===== src/rtl/codec_chain_pkg.sv =====
package codec_chain_pkg;

    typedef enum logic [2:0] {
        ST_CFG_B,
        ST_CFG_C,
        ST_CFG_A,
        ST_DRAIN,
        ST_STREAM
    } seq_state_t;

    localparam int CTL_W = 16;

    localparam logic [2:0] DEV_FAR  = 3'd1;
    localparam logic [2:0] DEV_NEAR = 3'd0;

    localparam logic [2:0] SEL_A = 3'd0;
    localparam logic [2:0] SEL_B = 3'd1;
    localparam logic [2:0] SEL_C = 3'd2;

    // B: divide code 0 (/1), serial clock code 3 (/2), rate code 3 (/256)
    localparam logic [7:0] BYTE_B = {1'b0, 3'd0, 2'd3, 2'd3};
    // C: DAC, ADC and reference powered
    localparam logic [7:0] BYTE_C = 8'h07;
    // A: device count 2, data mode
    localparam logic [7:0] BYTE_A = {4'd0, 3'd2, 1'b1};

    function automatic logic [CTL_W-1:0] ctl_word(input logic [2:0] dev,
                                                  input logic [2:0] sel,
                                                  input logic [7:0] val);
        return {1'b1, dev, sel, 1'b0, val};
    endfunction

endpackage


===== src/rtl/codec_tx_ser.sv =====
module codec_tx_ser #(
    parameter int WORD_W = 16
) (
    input  logic              clk,
    input  logic              rst_n,
    input  logic              load,
    input  logic [2*WORD_W-1:0] pair,
    output logic              busy,
    output logic              tx_fs,
    output logic              tx_sd
);
    localparam int PAIR_W = 2 * WORD_W;
    localparam int CNT_W  = $clog2(PAIR_W + 1);

    logic [PAIR_W-1:0] shreg;
    logic [CNT_W-1:0]  left;

    always_ff @(posedge clk) begin
        if (!rst_n) begin
            shreg <= '0;
            left  <= '0;
        end else if (load) begin
            shreg <= pair;
            left  <= CNT_W'(PAIR_W);
        end else if (left != '0) begin
            shreg <= shreg << 1;
            left  <= left - 1'b1;
        end
    end

    always_comb begin
        busy  = (left != '0);
        tx_sd = busy & shreg[PAIR_W-1];
        tx_fs = (left == CNT_W'(PAIR_W)) || (left == CNT_W'(WORD_W));
    end

endmodule


===== src/rtl/codec_rx_deser.sv =====
module codec_rx_deser #(
    parameter int WORD_W = 16
) (
    input  logic              clk,
    input  logic              rst_n,
    input  logic              restart,
    input  logic              rx_fs,
    input  logic              rx_sd,
    output logic [WORD_W-1:0] adc_word,
    output logic              adc_valid,
    output logic [1:0]        adc_dev
);
    localparam int CNT_W = $clog2(WORD_W);

    logic [WORD_W-2:0] shreg;
    logic [CNT_W-1:0]  left;
    logic              got_first;
    logic              is_first;

    assign is_first = restart | ~got_first;

    always_ff @(posedge clk) begin
        if (!rst_n) begin
            shreg     <= '0;
            left      <= '0;
            got_first <= 1'b0;
            adc_word  <= '0;
            adc_valid <= 1'b0;
            adc_dev   <= 2'd0;
        end else begin
            adc_valid <= 1'b0;
            if (rx_fs) begin
                shreg <= {shreg[WORD_W-3:0], rx_sd};
                left  <= CNT_W'(WORD_W - 1);
            end else if (left != '0) begin
                shreg <= {shreg[WORD_W-3:0], rx_sd};
                left  <= left - 1'b1;
                if (left == CNT_W'(1)) begin
                    adc_valid <= 1'b1;
                    adc_word  <= {shreg, rx_sd};
                    adc_dev   <= is_first ? 2'd2 : 2'd1;
                    got_first <= 1'b1;
                end
            end
            if (restart) begin
                got_first <= 1'b0;
            end
        end
    end

endmodule


===== src/rtl/codec_seq_fsm.sv =====
module codec_seq_fsm
    import codec_chain_pkg::*;
#(
    parameter int WORD_W = 16
) (
    input  logic                clk,
    input  logic                rst_n,
    input  logic                sample_evt,
    input  logic                tx_busy,
    input  logic [WORD_W-1:0]   dac_far,
    input  logic [WORD_W-1:0]   dac_near,
    output logic                load,
    output logic [2*WORD_W-1:0] pair,
    output logic                cfg_done
);
    localparam int PAD = WORD_W - CTL_W;

    seq_state_t state, state_nx;
    logic       accept;

    function automatic logic [WORD_W-1:0] widen(input logic [CTL_W-1:0] c);
        return WORD_W'(c) << PAD;
    endfunction

    assign accept = sample_evt & ~tx_busy;

    always_ff @(posedge clk) begin
        if (!rst_n) state <= ST_CFG_B;
        else        state <= state_nx;
    end

    always_comb begin
        state_nx = state;
        unique case (state)
            ST_CFG_B:  if (accept)   state_nx = ST_CFG_C;
            ST_CFG_C:  if (accept)   state_nx = ST_CFG_A;
            ST_CFG_A:  if (accept)   state_nx = ST_DRAIN;
            ST_DRAIN:  if (!tx_busy) state_nx = ST_STREAM;
            ST_STREAM: state_nx = ST_STREAM;
            default:   state_nx = ST_CFG_B;
        endcase
    end

    always_comb begin
        load     = 1'b0;
        pair     = '0;
        cfg_done = 1'b0;
        unique case (state)
            ST_CFG_B: begin
                load = accept;
                pair = {widen(ctl_word(DEV_FAR, SEL_B, BYTE_B)),
                        widen(ctl_word(DEV_NEAR, SEL_B, BYTE_B))};
            end
            ST_CFG_C: begin
                load = accept;
                pair = {widen(ctl_word(DEV_FAR, SEL_C, BYTE_C)),
                        widen(ctl_word(DEV_NEAR, SEL_C, BYTE_C))};
            end
            ST_CFG_A: begin
                load = accept;
                pair = {widen(ctl_word(DEV_FAR, SEL_A, BYTE_A)),
                        widen(ctl_word(DEV_NEAR, SEL_A, BYTE_A))};
            end
            ST_DRAIN: begin
                load = 1'b0;
            end
            ST_STREAM: begin
                load     = accept;
                pair     = {dac_far, dac_near};
                cfg_done = 1'b1;
            end
            default: load = 1'b0;
        endcase
    end

endmodule


===== src/rtl/codec_chain_seq.sv =====
module codec_chain_seq #(
    parameter int WORD_W = 16
) (
    input  logic              clk,
    input  logic              rst_n,
    input  logic              sample_evt,
    input  logic [WORD_W-1:0] dac_far,
    input  logic [WORD_W-1:0] dac_near,
    output logic              tx_fs,
    output logic              tx_sd,
    input  logic              rx_fs,
    input  logic              rx_sd,
    output logic [WORD_W-1:0] adc_word,
    output logic              adc_valid,
    output logic [1:0]        adc_dev,
    output logic              cfg_done
);
    logic                load;
    logic                tx_busy;
    logic [2*WORD_W-1:0] pair;

    codec_seq_fsm #(.WORD_W(WORD_W)) u_fsm (
        .clk        (clk),
        .rst_n      (rst_n),
        .sample_evt (sample_evt),
        .tx_busy    (tx_busy),
        .dac_far    (dac_far),
        .dac_near   (dac_near),
        .load       (load),
        .pair       (pair),
        .cfg_done   (cfg_done)
    );

    codec_tx_ser #(.WORD_W(WORD_W)) u_tx (
        .clk   (clk),
        .rst_n (rst_n),
        .load  (load),
        .pair  (pair),
        .busy  (tx_busy),
        .tx_fs (tx_fs),
        .tx_sd (tx_sd)
    );

    codec_rx_deser #(.WORD_W(WORD_W)) u_rx (
        .clk       (clk),
        .rst_n     (rst_n),
        .restart   (sample_evt),
        .rx_fs     (rx_fs),
        .rx_sd     (rx_sd),
        .adc_word  (adc_word),
        .adc_valid (adc_valid),
        .adc_dev   (adc_dev)
    );

endmodule


===== config.mk =====
export PLATFORM = sky130hd
export DESIGN_NAME = codec_chain_seq
export DESIGN_NICKNAME = d
export VERILOG_FILES = /design/src/rtl/codec_chain_pkg.sv /design/src/rtl/codec_tx_ser.sv /design/src/rtl/codec_rx_deser.sv /design/src/rtl/codec_seq_fsm.sv /design/src/rtl/codec_chain_seq.sv
export SDC_FILE = /design/constraint.sdc
export NUM_CORES = 1
export LEC_CHECK = 0
export BUFFER_PORTS_ARGS = -buffer_cell sky130_fd_sc_hd__buf_2
export CORE_UTILIZATION = 51
export CTS_BUF_LIST = sky130_fd_sc_hd__clkbuf_16
export DETAILED_ROUTE_END_ITERATION = 10
export HOLD_SLACK_MARGIN = 0.08
export PLACE_DENSITY = 0.79
export SLEW_MARGIN = 40
export SYNTH_ARGS = -nofsm -noshare
export SYNTH_HDL_FRONTEND = slang
export SYNTH_HIERARCHICAL = 1
export SYNTH_SLANG_ARGS = --single-unit

===== constraint.sdc =====
create_clock -name clk -period 2.1 [get_ports clk]
set_input_delay 0.42 -clock clk [delete_from_list [all_inputs] [get_ports clk]]
set_output_delay 0.42 -clock clk [all_outputs]
set_load 0.05 [all_outputs]

Yosys cells after proc, flatten, opt, wreduce, memory -nomap -nowiden

Cells that the tools add are included.

Equal/unequal tests: 11
Shifts and indexed selects: 0
Divide/modulo/power cells: 0
Bitwise operators: 8
Magnitude comparators: 0
Multiply operators: 0
Reduce and logical (&&, ||, !) cells: 12
$add $sub $neg: 2
Mux-type cells: 18

Operators with widths:

| operator              | count |
|---|---|
| $pmux W32 S4          | 1 |
| $mux W32              | 2 |
| $mux W15              | 2 |
| $pmux W3 S5           | 1 |
| $mux W3               | 4 |
| $mux W6               | 2 |
| $mux W4               | 2 |
| $eq A3 B2 Y1 const B  | 2 |
| $eq A6 B5 Y1 const B  | 1 |
| $eq A6 B6 Y1 const B  | 1 |
| $ne A2 B1 Y1 const B  | 3 |
| $reduce_bool A6 Y1    | 1 |
| $sub A6 B1 Y6 const B | 1 |
| $not A1 Y1            | 5 |
| $eq A4 B1 Y1 const B  | 1 |
| $reduce_and A4 Y1     | 1 |
| $reduce_bool A2 Y1    | 2 |
| $reduce_bool A4 Y1    | 1 |
| $reduce_or A2 Y1      | 2 |
| $reduce_or A4 Y1      | 1 |
| $sub A4 B1 Y4 const B | 1 |
| $eq A3 B1 Y1 const B  | 1 |
| $eq A3 B3 Y1 const B  | 1 |
| $logic_not A3 Y1      | 1 |
| 8 further kinds       | 11 |

Register bits: 80
Memory bits (writable): 0
Memories kept: 0
Memory bits (read-only): 0
Bits in latches: 0

Depth between registers and ports, before layout

Depth after elaboration: 5
Depth in mapped cells: 11

Modules after synthesis

The synthesis kept the hierarchy.

By module, submodules not included:

| module         | times used | area each (um2) | seq. area each (um2) | cells each |
|---|---|---|---|---|
| codec_tx_ser   | 1          | 1739.2          | 760.7                | 222 |
| codec_rx_deser | 1          | 1502.7          | 780.7                | 159 |
| codec_seq_fsm  | 1          | 506.7           | 60.1                 | 78 |

Worst setup path after synthesis

No wires, ideal clock.

Path type: reg-to-output
Start: reg u_tx.left[0]
End: out tx_fs
Data required time: 1680 ps
Arrival time: 1884 ps
Stages on the path, launching flop included: 7
Path slack: -204 ps
Cells stage by stage: dfxtp_1 -> inv_1 -> ha_1 -> or3b_1 -> clkbuf_1 -> clkbuf_1 -> nor2_1

Word-level cells in the longest chain between the ends: 2
Elaborated cells on any way between the ends: 3

RTL lines:

| item                                                | RTL line             | RTL |
|---|---|---|
| start, declared                                     | codec_tx_ser.sv:16   | `logic [CNT_W-1:0] left;` |
| start signal, assigned                              | codec_tx_ser.sv:24   | `left <= CNT_W'(PAIR_W);` |
| start signal, assigned                              | codec_tx_ser.sv:27   | `left <= left - 1'b1;` |
| $eq A6 B6 Y1 / $eq A6 B5 Y1 (equally long branches) | codec_tx_ser.sv:34   | `tx_fs = (left == CNT_W'(PAIR_W)) \|\| (left == CNT_W'(WORD_W));` |
| $logic_or A1 B1 Y1 *                                | codec_tx_ser.sv:34   |  |
| end, declared                                       | codec_chain_seq.sv:9 | `output logic tx_fs,` |

Mark *: on every way between the ends. The rest lies on a longest branch, timed or not.

Worst setup path in the final report

Start: reg u_tx.left[0]
End: out tx_sd

Word-level cells in the longest chain between the ends: 2

RTL lines:

| item               | RTL line              | RTL |
|---|---|---|
| $reduce_bool A6 Y1 | codec_tx_ser.sv:32    | `busy = (left != '0);` |
| via tx_busy        | codec_chain_seq.sv:19 | `logic tx_busy;` |
| $and A1 B1 Y1      | codec_tx_ser.sv:33    | `tx_sd = busy & shreg[PAIR_W-1];` |
| end, declared      | codec_chain_seq.sv:10 | `output logic tx_sd,` |

The timed path passes the listed nets, and every way through them passes these cells.

==> impl_metrics.py <==
metrics = {
    "outcome": {
        "status": "complete, no violations",
    },
    "setup_path": {
        "crit_end": "tx_sd",
        "worst_setup_path_end_kind": "output pin",
        "r2r_slack_ns": 0.12,
        "cp.arrival_ns": 1.64,
        "worstRegToRegCells": 10,
        "r2r_start": "u_tx/left[0]",
        "path_class": "reg -> out",
        "cpPeakStageDelay_ns": 0.36,
        "crit_slowest_cell": "dfxtp_4",
        "crit_fanout": 5,
        "cp-startpoint": "u_tx/left[0]",
        "cp-start-kind": "flop",
        "worst_r2r_endpoint": "u_tx/shreg[17]",
        "cp_data_required_time_ns": 1.68,
        "crit_chain": "inv_4, ha_4, nor3b_4, nand2_2, buf_6, and2_4, buf_6",
        "cpMostUsedCell": "buf_6",
    },
    "route": {
        "dr_wl_met3_microns": 458,
        "vias": 3475,
        "drc": 0,
        "vias_per_cell": 5.77,
        "drt_iter0_markers": 202,
        "m1WireLength_mm": 4.05,
        "dr.pass1.iters": 5,
        "met2_length_mm": 4.24,
        "final_antenna_net_count": 0,
        "routed_wl_mm": 8.87,
        "top_layer_used": "met4",
        "wire_per_inst_microns": 14.7,
    },
    "placement": {
        "routabilityCongestion": 0.797,
        "dpl_cell_area_sq_um": 4100,
        "dp.cells": 583,
        "dpl.hpwl_mm": 5.53,
        "io_buffers": 58,
        "place_ws_ns": 0.0608,
    },
    "sta": {
        "tightest_slew_ns": 0.589,
        "setup_viol": 0,
        "finalCritPeriodShare_pct": 98.1,
        "hold_viol": 0,
        "fin_skew_ns": 0.00594,
        "relSlewSlack_pct": 60.7,
        "final_max_slew_viol_count": 0,
        "clock.fmax_ghz": 0.486,
        "layout_setup_ws_ns": 0.0403,
        "period_minus_slack_ns": 2.06,
    },
    "clock_tree": {
        "clock_latency_ns": 0.33,
        "cts_tree": "done",
        "clock_sinks": 80,
        "holdBufCountCts": 0,
        "cts-root-buf": "clkbuf_16",
        "cts_buffers": 9,
        "clk_path_buf_depth": 2,
        "clk_pin_slew_ns": 0.06,
        "htreeDepth": 3,
    },
    "grt": {
        "first_global_vias": 3158,
        "grt_max_degree": 49,
        "antenna_found_initial": 0,
        "track_usage_pct": 24.0,
        "grt_pass1_wl_mm": 14.6,
        "overflow": 0,
    },
    "synthesis": {
        "ys_ff_latch": 80,
        "synth_area_leaders": "dfxtp_1, o21ai_0, a21oi_1, a31oi_1, mux2i_1",
        "yosysSeqAreaShare_pct": 42.7,
        "yosysTopAreaCell": "dfxtp_1",
        "synth_top_area_share_pct": 42.7,
        "postSynthAreaPerCell_sq_um": 8.17,
        "syn_area_sq_um": 3750,
        "yosys_warnings": 6,
        "ys.flop_type": "dfxtp_1",
        "synth_fp_nets": 500,
        "ys_async_sr_fraction_pct": 0,
        "synth-edff-count": 0,
        "ys_types": 46,
        "netlist_instances": 459,
    },
    "final_layout": {
        "area_growth_pct": 19.1,
        "fill_cells": 588,
        "final_cell_area_sq_um": 4470,
        "most-common-layout-cells": "dfxtp_1, o21ai_0, buf_2, a21oi_1, nand2_1",
        "fin_cells": 602,
        "mostFrequentLayoutCell": "dfxtp_1",
        "drive_gt1_share_pct": 21.7,
        "layout.nets": 542,
        "n_antenna_cell": 0,
    },
    "power": {
        "ir_drop_uv": 592,
        "cellLeakagePower_uw": 0.00176,
        "power_density_nw_per_um2": 1390,
        "power_uw": 6230,
    },
    "floorplanning": {
        "die_w_microns": 87.7,
        "core-area_sq_um": 6940,
        "ios": 59,
        "start_util_pct": 54.0,
        "fp.dieArea_sq_um": 7700,
        "rows": 30,
        "die_h_microns": 87.7,
    },
    "worst_hold_path": {
        "min_path_type": "in -> reg",
    },
    "run": {
        "cap_violations": 0,
    },
}
==> critical path: cells and delay by family, from the launching register on <==
kind / cells / cell delay, ns
adder cells (fa/ha/maj): 1 / 0.14
buffers and inverters: 3 / 0.35
flip-flops: 1 / 0.36
AND/OR/NAND/NOR: 3 / 0.46
==> per-layer routing <==
| metal | up-vias | GRT usage [%] |
|---|---|---|
| li1 | 1709 | - |
| met1 | 1650 | 31.1 |
| met2 | 105 | 39.7 |
| met3 | 11 | 4.24 |
| met4 | 0 | 9.24 |
| met5 | - | 0 |
==> flip-flops by register name, summed over array words and instances, names as in the netlist <==
name            cells
u_rx/left           4
u_rx/adc_valid      1
u_fsm/state         3
u_rx/got_first      1
u_rx/adc_word      16
u_tx/left           6
u_rx/adc_dev        2
u_rx/shreg         15
u_tx/shreg         32
==> cells in the mapped netlist (2+ instances only) <==
cell type,n
dfxtp_1,80
o21ai_0,72
a21oi_1,47
nand2_1,40
a31oi_1,32
clkbuf_1,31
and2_1,18
mux2i_1,18
inv_1,15
nand3_1,15
nor2_1,10
a21boi_0,7
buf_2,7
o22ai_1,7
o21ai_1,6
nor3_1,5
o21a_1,5
ha_1,4
xnor2_1,4
buf_6,3
nor3b_1,3
a211oi_1,2
buf_1,2
nand2b_1,2
nor2b_4,2
or2_2,2
==> cells by family after synthesis <==
family                     share of synthesized area (%)
and+or+nand+nor                                     16.5
xor gates and xnor gates                           0.934
DFF                                                 42.7
buffers and inverters                               6.84
adders and majority gates                           1.34
muxes                                               4.81
AOI/OAI and AO/OA                                   26.9
==> how the worst min path moves through the flow <==
stage	startpoint	to	slack [ns]	depth (start not counted)
after global routing	sample_evt	u_rx/got_first	0.34	2
after global placement	u_rx/adc_word[13]	u_rx/adc_word[13]	0.44	2
final	sample_evt	u_rx/got_first	0.31	2
after detailed placement	u_rx/adc_word[13]	u_rx/adc_word[13]	0.45	2
after floorplan	u_rx/got_first	u_rx/got_first	0.43	2
after CTS	sample_evt	u_rx/got_first	0.30	2
==> power breakdown <==
part | internal, uW | total [uW] | switching [uW]
Sequential | 1870 | 2130 | 256
Combinational | 914 | 2520 | 1600
Clock | 933 | 1580 | 650
Total | 3720 | 6230 | 2510
==> layout make-up <==
type,instances,area [sq um],area share (%)
repair buffers,75,455,10.2
flip-flops and latches,80,1610,36.0
clock buffers,9,225,5.04
inverters,15,58.8,1.32
well taps,96,120,2.69
multi-input cells,320,1920,43.0
clock inverters,7,77.6,1.74
==> per-stage QoR <==
step / util [%] / TNS (ns) / hold WS (ns)
final: 64.3 / 0 / 0.313
after CTS: 63.8 / 0 / 0.305
after detailed placement: 59.1 / 0 / 0.450
after global placement: 59.1 / 0 / 0.442
after floorplan: - / -0.000768 / 0.434
after global routing: 64.3 / -0.0436 / 0.336
==> timing repair <==
action,4_1_cts,5_1_grt
gates resized for setup,8,6
setup endpoints to repair,2,26
endpoints found under the hold margin,0,0
pin swaps,0,1
setup buffers,0,3
No activity file was read; power rests on OpenSTA's default activity.
